<file path="src/rtl/flashCmdPkg.sv">
package flashCmdPkg;

  localparam logic [7:0] CMD_READ_ARRAY  = 8'hFF;
  localparam logic [7:0] CMD_READ_STATUS = 8'h70;
  localparam logic [7:0] CMD_CLEAR_ERR   = 8'h50;
  localparam logic [7:0] CMD_PROGRAM     = 8'h40;
  localparam logic [7:0] CMD_ERASE       = 8'h20;
  localparam logic [7:0] CMD_CONFIRM     = 8'hD0;

  typedef enum logic [1:0] {
    PEND_NONE  = 2'd0,
    PEND_PROG  = 2'd1,
    PEND_ERASE = 2'd2
  } pendT;

  typedef struct packed {
    logic startProg;
    logic startErase;
    logic seqErr;
    logic clrErr;
  } strobeT;

endpackage

</file>
<file path="src/rtl/flashCmdControl.sv">
module flashCmdControl
  import flashCmdPkg::*;
(
  input  logic       clk,
  input  logic       rstN,
  input  logic       busWe,
  input  logic [7:0] busWdata,
  input  logic       busy,
  output strobeT     strobes,
  output logic       readStatus
);

  pendT pend, nextPend;
  logic nextReadStatus;

  always_comb begin
    strobes        = '0;
    nextPend       = pend;
    nextReadStatus = readStatus;
    if (busWe && !busy) begin
      unique case (pend)
        PEND_PROG: begin
          strobes.startProg = 1'b1;
          nextReadStatus    = 1'b1;
          nextPend          = PEND_NONE;
        end
        PEND_ERASE: begin
          if (busWdata == CMD_CONFIRM) strobes.startErase = 1'b1;
          else                         strobes.seqErr     = 1'b1;
          nextReadStatus = 1'b1;
          nextPend       = PEND_NONE;
        end
        default: begin
          case (busWdata)
            CMD_READ_ARRAY:  nextReadStatus = 1'b0;
            CMD_READ_STATUS: nextReadStatus = 1'b1;
            CMD_CLEAR_ERR:   strobes.clrErr = 1'b1;
            CMD_PROGRAM:     nextPend       = PEND_PROG;
            CMD_ERASE:       nextPend       = PEND_ERASE;
            default:         ;
          endcase
        end
      endcase
    end
  end

  always_ff @(posedge clk) begin
    if (!rstN) begin
      pend       <= PEND_NONE;
      readStatus <= 1'b0;
    end else begin
      pend       <= nextPend;
      readStatus <= nextReadStatus;
    end
  end

  assert_one_strobe_R5: assert property (@(posedge clk) disable iff (!rstN)
    $onehot0({strobes.startProg, strobes.startErase, strobes.seqErr, strobes.clrErr}))
    else $error("more than one control strobe");

  assert_busy_ignores_writes_R8: assert property (@(posedge clk) disable iff (!rstN)
    busy |=> ($stable(pend) && $stable(readStatus)))
    else $error("control state moved while busy");

  assert_auto_status_R11: assert property (@(posedge clk) disable iff (!rstN)
    (strobes.startProg || strobes.startErase || strobes.seqErr) |=> readStatus)
    else $error("second write did not select status reads");

endmodule

</file>
<file path="src/rtl/flashArrayModel.sv">
module flashArrayModel
  import flashCmdPkg::*;
#(
  parameter int ADDR_W  = 6,
  parameter int BLOCK_W = 4,
  parameter int OP_LAT  = 4
) (
  input  logic              clk,
  input  logic              rstN,
  input  strobeT            strobes,
  input  logic [ADDR_W-1:0] busAddr,
  input  logic [7:0]        busWdata,
  input  logic              injectFail,
  output logic [7:0]        arrayByte,
  output logic              busy,
  output logic              progErr,
  output logic              eraseErr
);

  localparam int DEPTH   = 1 << ADDR_W;
  localparam int CNT_W   = $clog2(OP_LAT + 1);
  localparam int BLKID_W = ADDR_W - BLOCK_W;
  localparam logic [CNT_W-1:0] LAT = CNT_W'(OP_LAT);

  logic [7:0]        mem [DEPTH];
  logic [CNT_W-1:0]  cnt;
  logic              opIsErase;
  logic              opFail;
  logic [ADDR_W-1:0] opAddr;
  logic [7:0]        opData;
  logic [7:0]        progResult;
  logic              finishing;

  function automatic logic [BLKID_W-1:0] blockOf(input logic [ADDR_W-1:0] a);
    return a[ADDR_W-1:BLOCK_W];
  endfunction

  assign arrayByte  = mem[busAddr];
  assign progResult = mem[opAddr] & opData;
  assign finishing  = busy && (cnt == CNT_W'(1));

  always_ff @(posedge clk) begin
    if (!rstN) begin
      for (int i = 0; i < DEPTH; i++) mem[i] <= 8'hFF;
      busy      <= 1'b0;
      cnt       <= '0;
      opIsErase <= 1'b0;
      opFail    <= 1'b0;
      opAddr    <= '0;
      opData    <= '0;
      progErr   <= 1'b0;
      eraseErr  <= 1'b0;
    end else begin
      if (strobes.startProg || strobes.startErase) begin
        busy      <= 1'b1;
        cnt       <= LAT;
        opIsErase <= strobes.startErase;
        opAddr    <= busAddr;
        opData    <= busWdata;
        opFail    <= injectFail;
      end else if (busy) begin
        cnt <= cnt - CNT_W'(1);
        if (finishing) busy <= 1'b0;
      end

      if (finishing) begin
        if (opIsErase) begin
          if (opFail) eraseErr <= 1'b1;
          else begin
            for (int i = 0; i < DEPTH; i++)
              if (blockOf(ADDR_W'(i)) == blockOf(opAddr)) mem[i] <= 8'hFF;
          end
        end else begin
          if (opFail) progErr <= 1'b1;
          else begin
            mem[opAddr] <= progResult;
            if (progResult != opData) progErr <= 1'b1;
          end
        end
      end

      if (strobes.seqErr) begin
        progErr  <= 1'b1;
        eraseErr <= 1'b1;
      end
      if (strobes.clrErr) begin
        progErr  <= 1'b0;
        eraseErr <= 1'b0;
      end
    end
  end

  assert_start_sets_busy_R7: assert property (@(posedge clk) disable iff (!rstN)
    (strobes.startProg || strobes.startErase) |=> busy)
    else $error("operation accepted but not busy");

  assert_count_bound_R7: assert property (@(posedge clk) disable iff (!rstN)
    cnt <= LAT)
    else $error("latency counter out of range");

  assert_clear_flags_R4: assert property (@(posedge clk) disable iff (!rstN)
    strobes.clrErr |=> (!progErr && !eraseErr))
    else $error("error flags not cleared");

  assert_seq_error_R9: assert property (@(posedge clk) disable iff (!rstN)
    strobes.seqErr |=> (progErr && eraseErr && !busy))
    else $error("sequence error not flagged");

endmodule

</file>
<file path="src/rtl/flashCmdCtrl.sv">
module flashCmdCtrl
  import flashCmdPkg::*;
#(
  parameter int ADDR_W  = 6,
  parameter int BLOCK_W = 4,
  parameter int OP_LAT  = 4
) (
  input  logic              clk,
  input  logic              rstN,
  input  logic              busWe,
  input  logic [ADDR_W-1:0] busAddr,
  input  logic [7:0]        busWdata,
  input  logic              injectFail,
  output logic [7:0]        busRdata,
  output logic              readyBusy
);

  strobeT     strobes;
  logic       readStatus;
  logic       busy;
  logic       progErr;
  logic       eraseErr;
  logic [7:0] arrayByte;
  logic [7:0] statusByte;

  flashCmdControl u_control (
    .clk        (clk),
    .rstN       (rstN),
    .busWe      (busWe),
    .busWdata   (busWdata),
    .busy       (busy),
    .strobes    (strobes),
    .readStatus (readStatus)
  );

  flashArrayModel #(
    .ADDR_W  (ADDR_W),
    .BLOCK_W (BLOCK_W),
    .OP_LAT  (OP_LAT)
  ) u_array (
    .clk        (clk),
    .rstN       (rstN),
    .strobes    (strobes),
    .busAddr    (busAddr),
    .busWdata   (busWdata),
    .injectFail (injectFail),
    .arrayByte  (arrayByte),
    .busy       (busy),
    .progErr    (progErr),
    .eraseErr   (eraseErr)
  );

  assign statusByte = {~busy, 1'b0, eraseErr, progErr, 4'b0000};
  assign busRdata   = (busy || readStatus) ? statusByte : arrayByte;
  assign readyBusy  = ~busy;

  assert_busy_reads_status_R8: assert property (@(posedge clk) disable iff (!rstN)
    !readyBusy |-> (busRdata[7] == 1'b0 && busRdata[6] == 1'b0 && busRdata[3:0] == 4'h0))
    else $error("busy read did not return status");

endmodule

</file>
<file path="config.mk">
export PLATFORM = sky130hd
export DESIGN_NAME = flashCmdCtrl
export DESIGN_NICKNAME = d
export VERILOG_FILES = /design/src/rtl/flashCmdPkg.sv /design/src/rtl/flashCmdControl.sv /design/src/rtl/flashArrayModel.sv /design/src/rtl/flashCmdCtrl.sv
export SDC_FILE = /design/constraint.sdc
export NUM_CORES = 1
export LEC_CHECK = 0
export ABC_AREA = 1
export BUFFER_PORTS_ARGS = -buffer_cell sky130_fd_sc_hd__buf_2
export CORE_MARGIN = 8
export CORE_UTILIZATION = 45
export DETAILED_ROUTE_END_ITERATION = 12
export MAX_ROUTING_LAYER = met4
export SKIP_CTS_REPAIR_TIMING = 1
export SYNTH_ARGS = -nofsm -noshare
export SYNTH_HDL_FRONTEND = slang
export SYNTH_SLANG_ARGS = --single-unit
</file>
<file path="constraint.sdc">
create_clock -name clk -period 3.32 [get_ports clk]
set_clock_uncertainty 0.2 [all_clocks]
set_input_delay 0.664 -clock clk [delete_from_list [all_inputs] [get_ports clk]]
set_output_delay 0.664 -clock clk [all_outputs]
set_load 0.005 [all_outputs]
</file>
==> results.txt, run 1 <==
- Derived from the worst setup path, the maximum achievable clock frequency is 286 MHz.
- Counting every net in the synthesized netlist gives 3579.
* Setup repair after global routing missed its margin: yes
* Via count: 28669
- Level count of the clock H-tree: 2
- After detailed routing, the average wire length per cell comes to 25.6 um.
- After layout, the worst setup slack is -0.179 ns.
- Total core area: 65700 um^2
- Layout-stage area growth over the synthesis result: 20.1%
* DRC violations left: 0
- Synthesized flop and latch total: 543
- Tightest Hold Check Type: in2reg
- Measured against its own limit, the worst slew margin works out to 30.4%.
- Ys flop type: sky130_fd_sc_hd__edfxtp_1
* Total CTS buffers: 60
- Outcome: finished with violations
- WHS Endpoint: u_array.opData[1]
* GRT Residual Overflow: 0
* Overall die width: 274 um
- The tightest hold path in the finished design has a slack of 0.106 ns.
- Total half-perimeter wirelength after legalization and detailed placement: 77000 um
* Setup Viol. Count Final: 7
- Power spread over the standard cell area amounts to 436 nW/um^2.
- R2r worst-path depth: 12
- The worst register-to-register path ends at u_array.mem[24][6].
* Clock tree from TritonCTS: done
* Warnings, synthesis: 0
- Post-route clock period utilization: 105%
* Post-place setup slack: -0.465 ns
- Gate count of the mapped netlist: 3557
- Root Driver: sky130_fd_sc_hd__clkbuf_16
- Entering global routing, the biggest net connects 116 pins.
* Setup slack on the worst flop-to-flop path: 0.16 ns
* Worst setup SP type: input port
* Max Slew Vio Count: 0
- Max-cap viol count: 0
- The worst setup path is of the in2out kind.
- In this run the most critical hold path is launched from busWdata[1].
* Die extent in y: 274 um
- The number of global-route vias before repair was 26236.
* Number of top-level design ports: 27
* Fill cell instance count of the final layout: 5880
- Tracing the worst setup path back leads to its startpoint at busAddr[0].
- After synthesis, the mean cell area works out to 8.40 um^2.
- For the worst setup path, the data arrival time is 2.64 ns.
- TritonRoute pass-1 iters: 9
* Fraction of registers with async set/reset: 0%
- Gr usage total: 30.4%
* Placed cell count: 4466
* 1st-iter DRT viols: 4544
- Minimum clock period after layout: 3.50 ns
- Summed over all cells, the static leakage comes to 12.1 nW.
- Endpoint required time on the critical path: 2.46 ns
- In the final layout, the share of cells above drive strength 1 is 15.5%.
- Part of the Yosys area used for sequential elements: 53.5%
- CP endpoint kind: output port
- The synthesized netlist occupies a cell area of 29900 um^2.
* Number of flops mapped to enable cells by yosys: 512
* Transition time at the pin with the least slew margin: 1.04 ns
- The first global-routing pass estimated 168000 um of wire.
- The final number of hold-violating endpoints came to 0.
- Most used cells in the layout excluding fill and tap cells: 1179 x sky130_fd_sc_hd__nand2_1, 512 x sky130_fd_sc_hd__edfxtp_1, 479 x sky130_fd_sc_hd__nand3_1, 395 x sky130_fd_sc_hd__nor2_1, 314 x sky130_fd_sc_hd__o21ai_0
- Number of cells on the worst hold path: 3
- Clk slew on worst S/H paths: 0.06 ns
* Maximum count of clock buffers along a single path: 3
* Via-to-Cell Ratio: 6.18
- Die area: 74900 um^2
* Latest clock arrival within the worst-skew pair: 0.66 ns
* Critical Path Fanout Max: 7
- IR analysis of the VDD net gives a maximum drop of 0.421 mV.
- Row generation in the floorplan step produced 94 rows.
- Most common cell after layout, fill and taps aside: sky130_fd_sc_hd__nand2_1
- Number of different library cells in the post-synthesis netlist: 38
- Routability-driven placement finished with a final weighted congestion of 1.00.
- Input and output buffers added on the ports amount to 26.
- Starting density of the core: 45.5%
- Initial antenna violation count: 1
- In the final design database the tool counted 3743 nets.
- The checks that failed: setup timing.
* Non-filler instance count after layout: 4636
- Final antenna-violating net count: 0
- For this design, the sink count on the clock tree is 543.
- The routed design has 119000 um of wire.
[state kept, by name, summed over array words and instances (netlist names), named ones only]
name / cells
u_array.opAddr: 6
u_control.pend: 2
u_array.opData: 8
u_control.readStatus: 1
u_array.opFail: 1
u_array.busy: 1
u_array.mem: 512
u_array.eraseErr: 1
u_array.cnt: 3
u_array.opIsErase: 1
u_array.progErr: 1
[cell type report]
cell class	instances	area, um^2	share of cell area [%]
sequential	543	16000	44.6
multi-input combinational	2662	12300	34.2
timing repair buffer	391	4240	11.8
clock buffer	68	1550	4.33
tap	864	1080	3.01
clock inverter	44	430	1.20
inverter	62	279	0.777
timing repair inverter	1	11.3	0.0314
antenna	1	2.50	0.00697
[power by group]
| part | internal [W] | total (W) | switching (W) |
|---|---|---|---|
| combinational | 0.000514 | 0.00137 | 0.000859 |
| clock | 0.00396 | 0.00682 | 0.00286 |
| sequential | 0.00746 | 0.00746 | 0.00000489 |
| total | 0.0119 | 0.0157 | 0.00372 |
[logic make-up (layout without fill, tap and decap cells)]
group           count (synthesis)  after routing  synth area share (%)
other cells                     0              1                     0
fa+ha+maj                       4              4                 0.167
compound gates                559            559                  10.7
xor+xnor                        2              2                0.0586
buf+inv                       352            566                  6.87
flops                         543            543                  53.5
simple gates                 2097           2097                  28.7
[Yosys cell counts (3+ instances only)]
cell                       count  share of area (%)
sky130_fd_sc_hd__buf_1        16               0.20
sky130_fd_sc_hd__nor2_1      404                5.1
sky130_fd_sc_hd__dfxtp_1      31                2.1
sky130_fd_sc_hd__clkinv_1      3              0.038
sky130_fd_sc_hd__buf_6        71                2.7
sky130_fd_sc_hd__o211ai_1     12               0.30
sky130_fd_sc_hd__clkbuf_1     94                1.2
sky130_fd_sc_hd__o21ai_0     365                6.1
sky130_fd_sc_hd__o311ai_1      5               0.15
sky130_fd_sc_hd__buf_4        14               0.35
sky130_fd_sc_hd__o22ai_1      74                1.5
sky130_fd_sc_hd__a21oi_1      24               0.40
sky130_fd_sc_hd__nand3_1     492                8.2
sky130_fd_sc_hd__inv_2         7              0.088
sky130_fd_sc_hd__inv_1        51               0.64
sky130_fd_sc_hd__nand2_4       7               0.26
sky130_fd_sc_hd__edfxtp_1    512                 51
sky130_fd_sc_hd__nand2_1    1179                 15
sky130_fd_sc_hd__o21ai_1       5              0.084
sky130_fd_sc_hd__a31oi_1       7               0.15
sky130_fd_sc_hd__or2_2         3              0.063
sky130_fd_sc_hd__ha_1          4               0.17
sky130_fd_sc_hd__o221ai_1     63                1.8
sky130_fd_sc_hd__nor3_1        3              0.050
sky130_fd_sc_hd__buf_2        93                1.6
[metrics by stage]
step / utilization, % / power [W] / setup TNS [ns] / cell area (um^2)
floorplan: - / 0.00815 / 0 / 29900
global placement: 49.2 / 0.00868 / -2.32 / 32300
detailed placement: 49.2 / 0.00870 / -3.20 / 32300
CTS: 52.2 / 0.0154 / -3.76 / 34300
global route: 54.6 / 0.0160 / -1.02 / 35900
finish: 54.6 / 0.0157 / -0.869 / 35900
[metal layers]
layer  global-route usage, %  vias up  wire length (um)
li1                        -    12585                 -
met4                    13.1        0              5900
met1                    40.0    13592             45500
met2                    45.1     2114             52200
met3                    6.33      378             15100
met5                       -        -                 0
[worst max path at each step]
stage,endpoint,slack [ns],cells after the start
global route,busRdata[1],-0.19,12
floorplan,busRdata[6],0.57,10
detailed placement,busRdata[2],-0.46,11
global placement,busRdata[2],-0.44,11
finish,busRdata[6],-0.18,12
CTS,busRdata[2],-0.47,11
[worst max-delay path: stages]
cell	delay [ns]
sky130_fd_sc_hd__buf_16	0.15
sky130_fd_sc_hd__buf_12	0.15
sky130_fd_sc_hd__buf_12	0.12
sky130_fd_sc_hd__buf_16	0.12
sky130_fd_sc_hd__buf_4	0.13
sky130_fd_sc_hd__o21ai_0	0.13
sky130_fd_sc_hd__o22ai_1	0.18
sky130_fd_sc_hd__nor2_1	0.06
sky130_fd_sc_hd__o311ai_1	0.32
sky130_fd_sc_hd__nand3_1	0.22
sky130_fd_sc_hd__a21oi_2	0.24
sky130_fd_sc_hd__buf_2	0.15
Power figures use the tool's default switching activity.
==> inputs of run 2 (changes only) <==
--- a/config.mk
+++ b/config.mk
@@ -5,7 +5,7 @@
 export SDC_FILE = /design/constraint.sdc
 export NUM_CORES = 1
 export LEC_CHECK = 0
-export ABC_AREA = 1
+export ABC_AREA = 0
 export BUFFER_PORTS_ARGS = -buffer_cell sky130_fd_sc_hd__buf_2
 export CORE_MARGIN = 8
 export CORE_UTILIZATION = 45
==> run 2 against run 1 <==
The run still ends with setup timing left. Non-clock buffer count is 41 lower. Sequential power is 1% higher. Final area is 4.6% lower. Hold slack worse by 0.029 ns. Sequential share of layout area is 2.2 points higher. Largest power group unchanged.
==> results.txt, run 2 <==
- Count of buffering cells on the critical path with inverters included: 1 (was 6)
- Biggest area contributors in the synthesized netlist: sky130_fd_sc_hd__edfxtp_1 54%, sky130_fd_sc_hd__mux4_2 20%, sky130_fd_sc_hd__nand2_1 7.2%, sky130_fd_sc_hd__mux2i_1 2.4%, sky130_fd_sc_hd__dfxtp_1 2.2% (was sky130_fd_sc_hd__edfxtp_1 51%, sky130_fd_sc_hd__nand2_1 15%, sky130_fd_sc_hd__nand3_1 8.2%, sky130_fd_sc_hd__o21ai_0 6.1%, sky130_fd_sc_hd__nor2_1 5.1%)
- Count leader, synth: sky130_fd_sc_hd__nand2_1 (unchanged)
* Gr usage total: 28.0% (was 30.4%)
- The final cell count without fillers was 3179 (was 4636).
- The most frequent standard cell in the layout excluding fill and tap cells is sky130_fd_sc_hd__nand2_1 (unchanged).
- The largest driver fanout on the critical path came to 2 (was 7).
- The count of vias placed by the detailed router came to 20423 (was 28669).
- Largest delay share family, worst path: multiplexers (was compound AO/OA/AOI/OAI gates)
* Total core area: 63000 um^2 (was 65700 um^2)
* Max Slew Vio Count: 0 (unchanged)
- DRC violations left: 0 (unchanged)
- Number of cells on the worst hold path: 3 (unchanged)
- The maximum single-stage delay on the critical path came to 0.58 ns (was 0.32 ns).
- Slowest stage cell on the critical path: sky130_fd_sc_hd__mux4_2 (was sky130_fd_sc_hd__o311ai_1)
* Part of the Yosys area used for sequential elements: 55.9% (was 53.5%)
- The endpoint of the most critical register-to-register path is u_array.mem[20][1] (was u_array.mem[24][6]).
- The element type at the critical path end was an output port (unchanged).
* Maximum count of clock buffers along a single path: 3 (unchanged)
- The worst slack at placement was -0.735 ns (was -0.465 ns).
- Number of different library cells in the post-synthesis netlist: 79 (was 38)
- The reg2reg setup slack came to 0.03 ns (was 0.16 ns).
* Minimum clock period after layout: 4.03 ns (was 3.50 ns)
- Commonest cells in the synthesized netlist: 548 x sky130_fd_sc_hd__nand2_1, 512 x sky130_fd_sc_hd__edfxtp_1, 248 x sky130_fd_sc_hd__mux4_2, 99 x sky130_fd_sc_hd__nor2_1, 78 x sky130_fd_sc_hd__o21ai_0 (was 1179 x sky130_fd_sc_hd__nand2_1, 512 x sky130_fd_sc_hd__edfxtp_1, 492 x sky130_fd_sc_hd__nand3_1, 404 x sky130_fd_sc_hd__nor2_1, 365 x sky130_fd_sc_hd__o21ai_0).
- The number of warnings reported in the yosys synthesis log was 0 (unchanged).
* Launch point of the worst hold path: injectFail (was busWdata[1])
* Library cell occupying the most area in the post-synthesis netlist: sky130_fd_sc_hd__edfxtp_1 (unchanged)
- The root buffer cell is sky130_fd_sc_hd__clkbuf_16 (unchanged).
* Number of top-level design ports: 27 (unchanged)
- Die area: 72000 um^2 (was 74900 um^2)
- The final number of hold-violating endpoints was 0 (unchanged).
* Number of global-route vias before repair: 19239 (was 26236)
- The most frequently used flop master after synthesis is sky130_fd_sc_hd__edfxtp_1 (unchanged).
* R2r worst-path depth: 9 (was 12)
- Via-to-Cell Ratio: 6.42 (was 6.18)
- Outcome: finished with violations (unchanged).
- Layout net count: 2307 (was 3743)
- Fraction of registers with async set/reset: 0% (unchanged)
- Initial antenna violation count: 2 (was 1)
- Synth Net Count: 2065 (was 3579)
- The clock slew at the register clock pins of the worst setup and hold paths came to 0.06 ns (about the same).
- The largest net degree at the start of global routing was 41 (was 116).
* NetSw: 0.00321 W (was 0.00372 W)
- Die extent in y: 268 um (was 274 um)
- Tightest Hold Check Type: in2reg (unchanged)
- The area added between synthesis and finish is 19.6% (was 20.1%).
- Overall die width: 268 um (was 274 um)
- Crit-path cells: mux4_2 -> mux4_2 -> mux4_2 -> mux2_4 -> buf_6 (was buf_16 -> buf_12 -> buf_12 -> buf_16 -> buf_4 -> o21ai_0 -> o22ai_1 -> nor2_1 -> o311ai_1 -> nand3_1 -> a21oi_2 -> buf_2)
- Max-Slew Margin vs Limit: 27.0% (was 30.4%)
- Setup repair after global routing missed its margin: yes (unchanged)
- The number of optimization iterations in the first detailed-route pass is 6 (was 9).
- Portion of total power attributed to combinational logic: 5.1% (was 8.8%)
* Clock tree from TritonCTS: done (unchanged)
- Input/output buffers: 26 (unchanged)
* Cell area after synthesis: 28600 um^2 (was 29900 um^2)
- The fraction of synthesized cell area taken by the top area cell type is 53.7% (was 51.4%).
- The source of the critical timing path was u_array.mem[30][5] (was busAddr[0]).
- Most used cells in the layout excluding fill and tap cells: 546 x sky130_fd_sc_hd__nand2_1, 512 x sky130_fd_sc_hd__edfxtp_1, 248 x sky130_fd_sc_hd__mux4_2, 246 x sky130_fd_sc_hd__buf_4, 96 x sky130_fd_sc_hd__nor2_1 (was 1179 x sky130_fd_sc_hd__nand2_1, 512 x sky130_fd_sc_hd__edfxtp_1, 479 x sky130_fd_sc_hd__nand3_1, 395 x sky130_fd_sc_hd__nor2_1, 314 x sky130_fd_sc_hd__o21ai_0)
- Starting density of the core: 45.5% (about the same)
- Post-route clock period utilization: 121% (was 105%)
- The critical path launch point type is a flip-flop (was input port).
- Final antenna-violating net count: 0 (unchanged)
* Clock Sinks: 543 (unchanged)
- Level count of the clock H-tree: 2 (unchanged)
* Setup slack of the critical path after layout: -0.708 ns (was -0.179 ns)
* Power Dens Cells: 431 nW/um^2 (was 436 nW/um^2)
- The number of register bits inferred by synthesis is 543 (unchanged).
* GRT Residual Overflow: 0 (unchanged)
* Portion of total power attributed to the clock network: 43.8% (was 43.6%)
* Utilization after layout: 54.4% (was 54.6%)
* Floorplan row count: 92 (was 94)
* WHS Endpoint: u_array.opFail (was u_array.opData[1])
- Total CTS buffers: 57 (was 60)
* Biggest regs: u_array.mem x512, u_array.opData x8, u_array.opAddr x6 (unchanged)
- The cell count after placement is 3017 (was 4466).
* Setup Viol. Count Final: 8 (was 7)
* Dominant cell type by count on the critical path: sky130_fd_sc_hd__mux4_2
* Top register by number of flip-flops: u_array.mem (unchanged)
- The max-capacitance violation count is 0 (unchanged).
- WL final: 101000 um (was 119000 um)
- Routed length per instance: 31.8 um (was 25.6 um)
- The layout cell share with drive strength beyond 1 came to 32.8% (was 15.5%).
* Global-route wire length before repair: 141000 um (was 168000 um)
- Transition time at the pin with the least slew margin: 1.09 ns (was 1.04 ns)
* Failing checks: setup timing (unchanged)
- The synthesized netlist cell count is 2043 (was 3557).
- Max reg flops: 512 (unchanged)
- The average size of a mapped cell is 14.0 um^2 (was 8.40 um^2).
* Flop pwr share: 51.1% (was 47.7%)
* 1st-iter DRT viols: 2762 (was 4544)
* Endpoint required time on the critical path: 2.46 ns (about the same)
- The critical path arrival came to 3.16 ns (was 2.64 ns).
* Total half-perimeter wirelength after legalization and detailed placement: 71900 um (was 77000 um)
- GP Congestion: 0.961 (was 1.00)
* Max Clock Freq: 248 MHz (was 286 MHz)
- Peak supply drop: 0.359 mV (was 0.421 mV)
- The source-to-sink clock delay at the later pin of the worst-skew pair is 0.63 ns (was 0.66 ns).
* Lkg Pwr: 9.31 nW (was 12.1 nW)
- The number of enable flip-flop cells after synthesis came to 512 (unchanged).
- CP Class: reg2out (was in2out)
* Internal power: 0.0116 W (was 0.0119 W)
- The switching share of total power was 21.7% (was 23.8%).
run 2: how the worst max path moves through the flow:
stage / depth (start not counted) / end
2_1_floorplan: 6 / busRdata[5]
3_3_place_gp: 8 / busRdata[0]
3_5_place_dp: 8 / busRdata[0]
4_1_cts: 8 / busRdata[0]
5_1_grt: 5 / busRdata[5]
6_report: 5 / busRdata[5]
run 2: metrics by stage:
step,hold slack [ns],power (W),area [um^2],setup TNS [ns]
floorplan,0.257,0.00804,28700,-0.722
global placement,0.279,0.00834,31400,-6.65
global route,0.117,0.0151,34200,-4.96
detailed placement,0.287,0.00835,31400,-6.20
CTS,0.0641,0.0147,33300,-7.01
finish,0.0778,0.0148,34200,-4.71
run 2: final cells by class:
cell class | count | area, um^2
clock buffer | 69 | 1510
fill | 5059 | 28700
tap | 846 | 1060
clock inverter | 36 | 345
timing repair buffer | 350 | 3650
multi-input combinational | 1315 | 11600
antenna | 2 | 5.00
inverter | 18 | 71.3
sequential | 543 | 16000
run 2: worst reg2reg max path: cells and delay by family, from the launching register on:
kind                   cells  cell delay, ns
flip-flops                 1            0.39
buffers and inverters      3            0.73
multiplexers               1            0.57
AND/OR/NAND/NOR            1            0.11
AO/OA/AOI/OAI              4            1.03
run 2: per-layer routing:
metal  GRT usage [%]  share of wire [%]  vias up
met3            5.52                 13      194
met2            40.5                 44     1467
met4            7.62                3.5        0
li1                -                  -     8335
met5               -                  0        -
met1            40.2                 40    10427
run 2: power by group through the flow:
| stage | clock network, W | logic [W] | registers (W) |
|---|---|---|---|
| 4_1_cts | 0.00652 | 0.000661 | 0.00755 |
| 3_5_place_dp | 0 | 0.000659 | 0.00769 |
| 6_report | 0.00647 | 0.000746 | 0.00755 |
| 2_1_floorplan | 0 | 0.000365 | 0.00767 |
| 5_1_grt | 0.00678 | 0.000779 | 0.00755 |
| 3_3_place_gp | 0 | 0.000644 | 0.00769 |
run 2: cells by family (layout without fill, tap and decap cells):
logic type | Yosys count | in the layout | synth area share [%]
simple gates | 759 | 759 | 11.0
flops | 543 | 543 | 55.9
mux | 352 | 352 | 24.2
compound gates | 198 | 198 | 4.58
buf+inv | 185 | 473 | 4.15
fa+ha+maj | 4 | 4 | 0.175
xor+xnor | 2 | 2 | 0.0612
other cells | 0 | 2 | 0
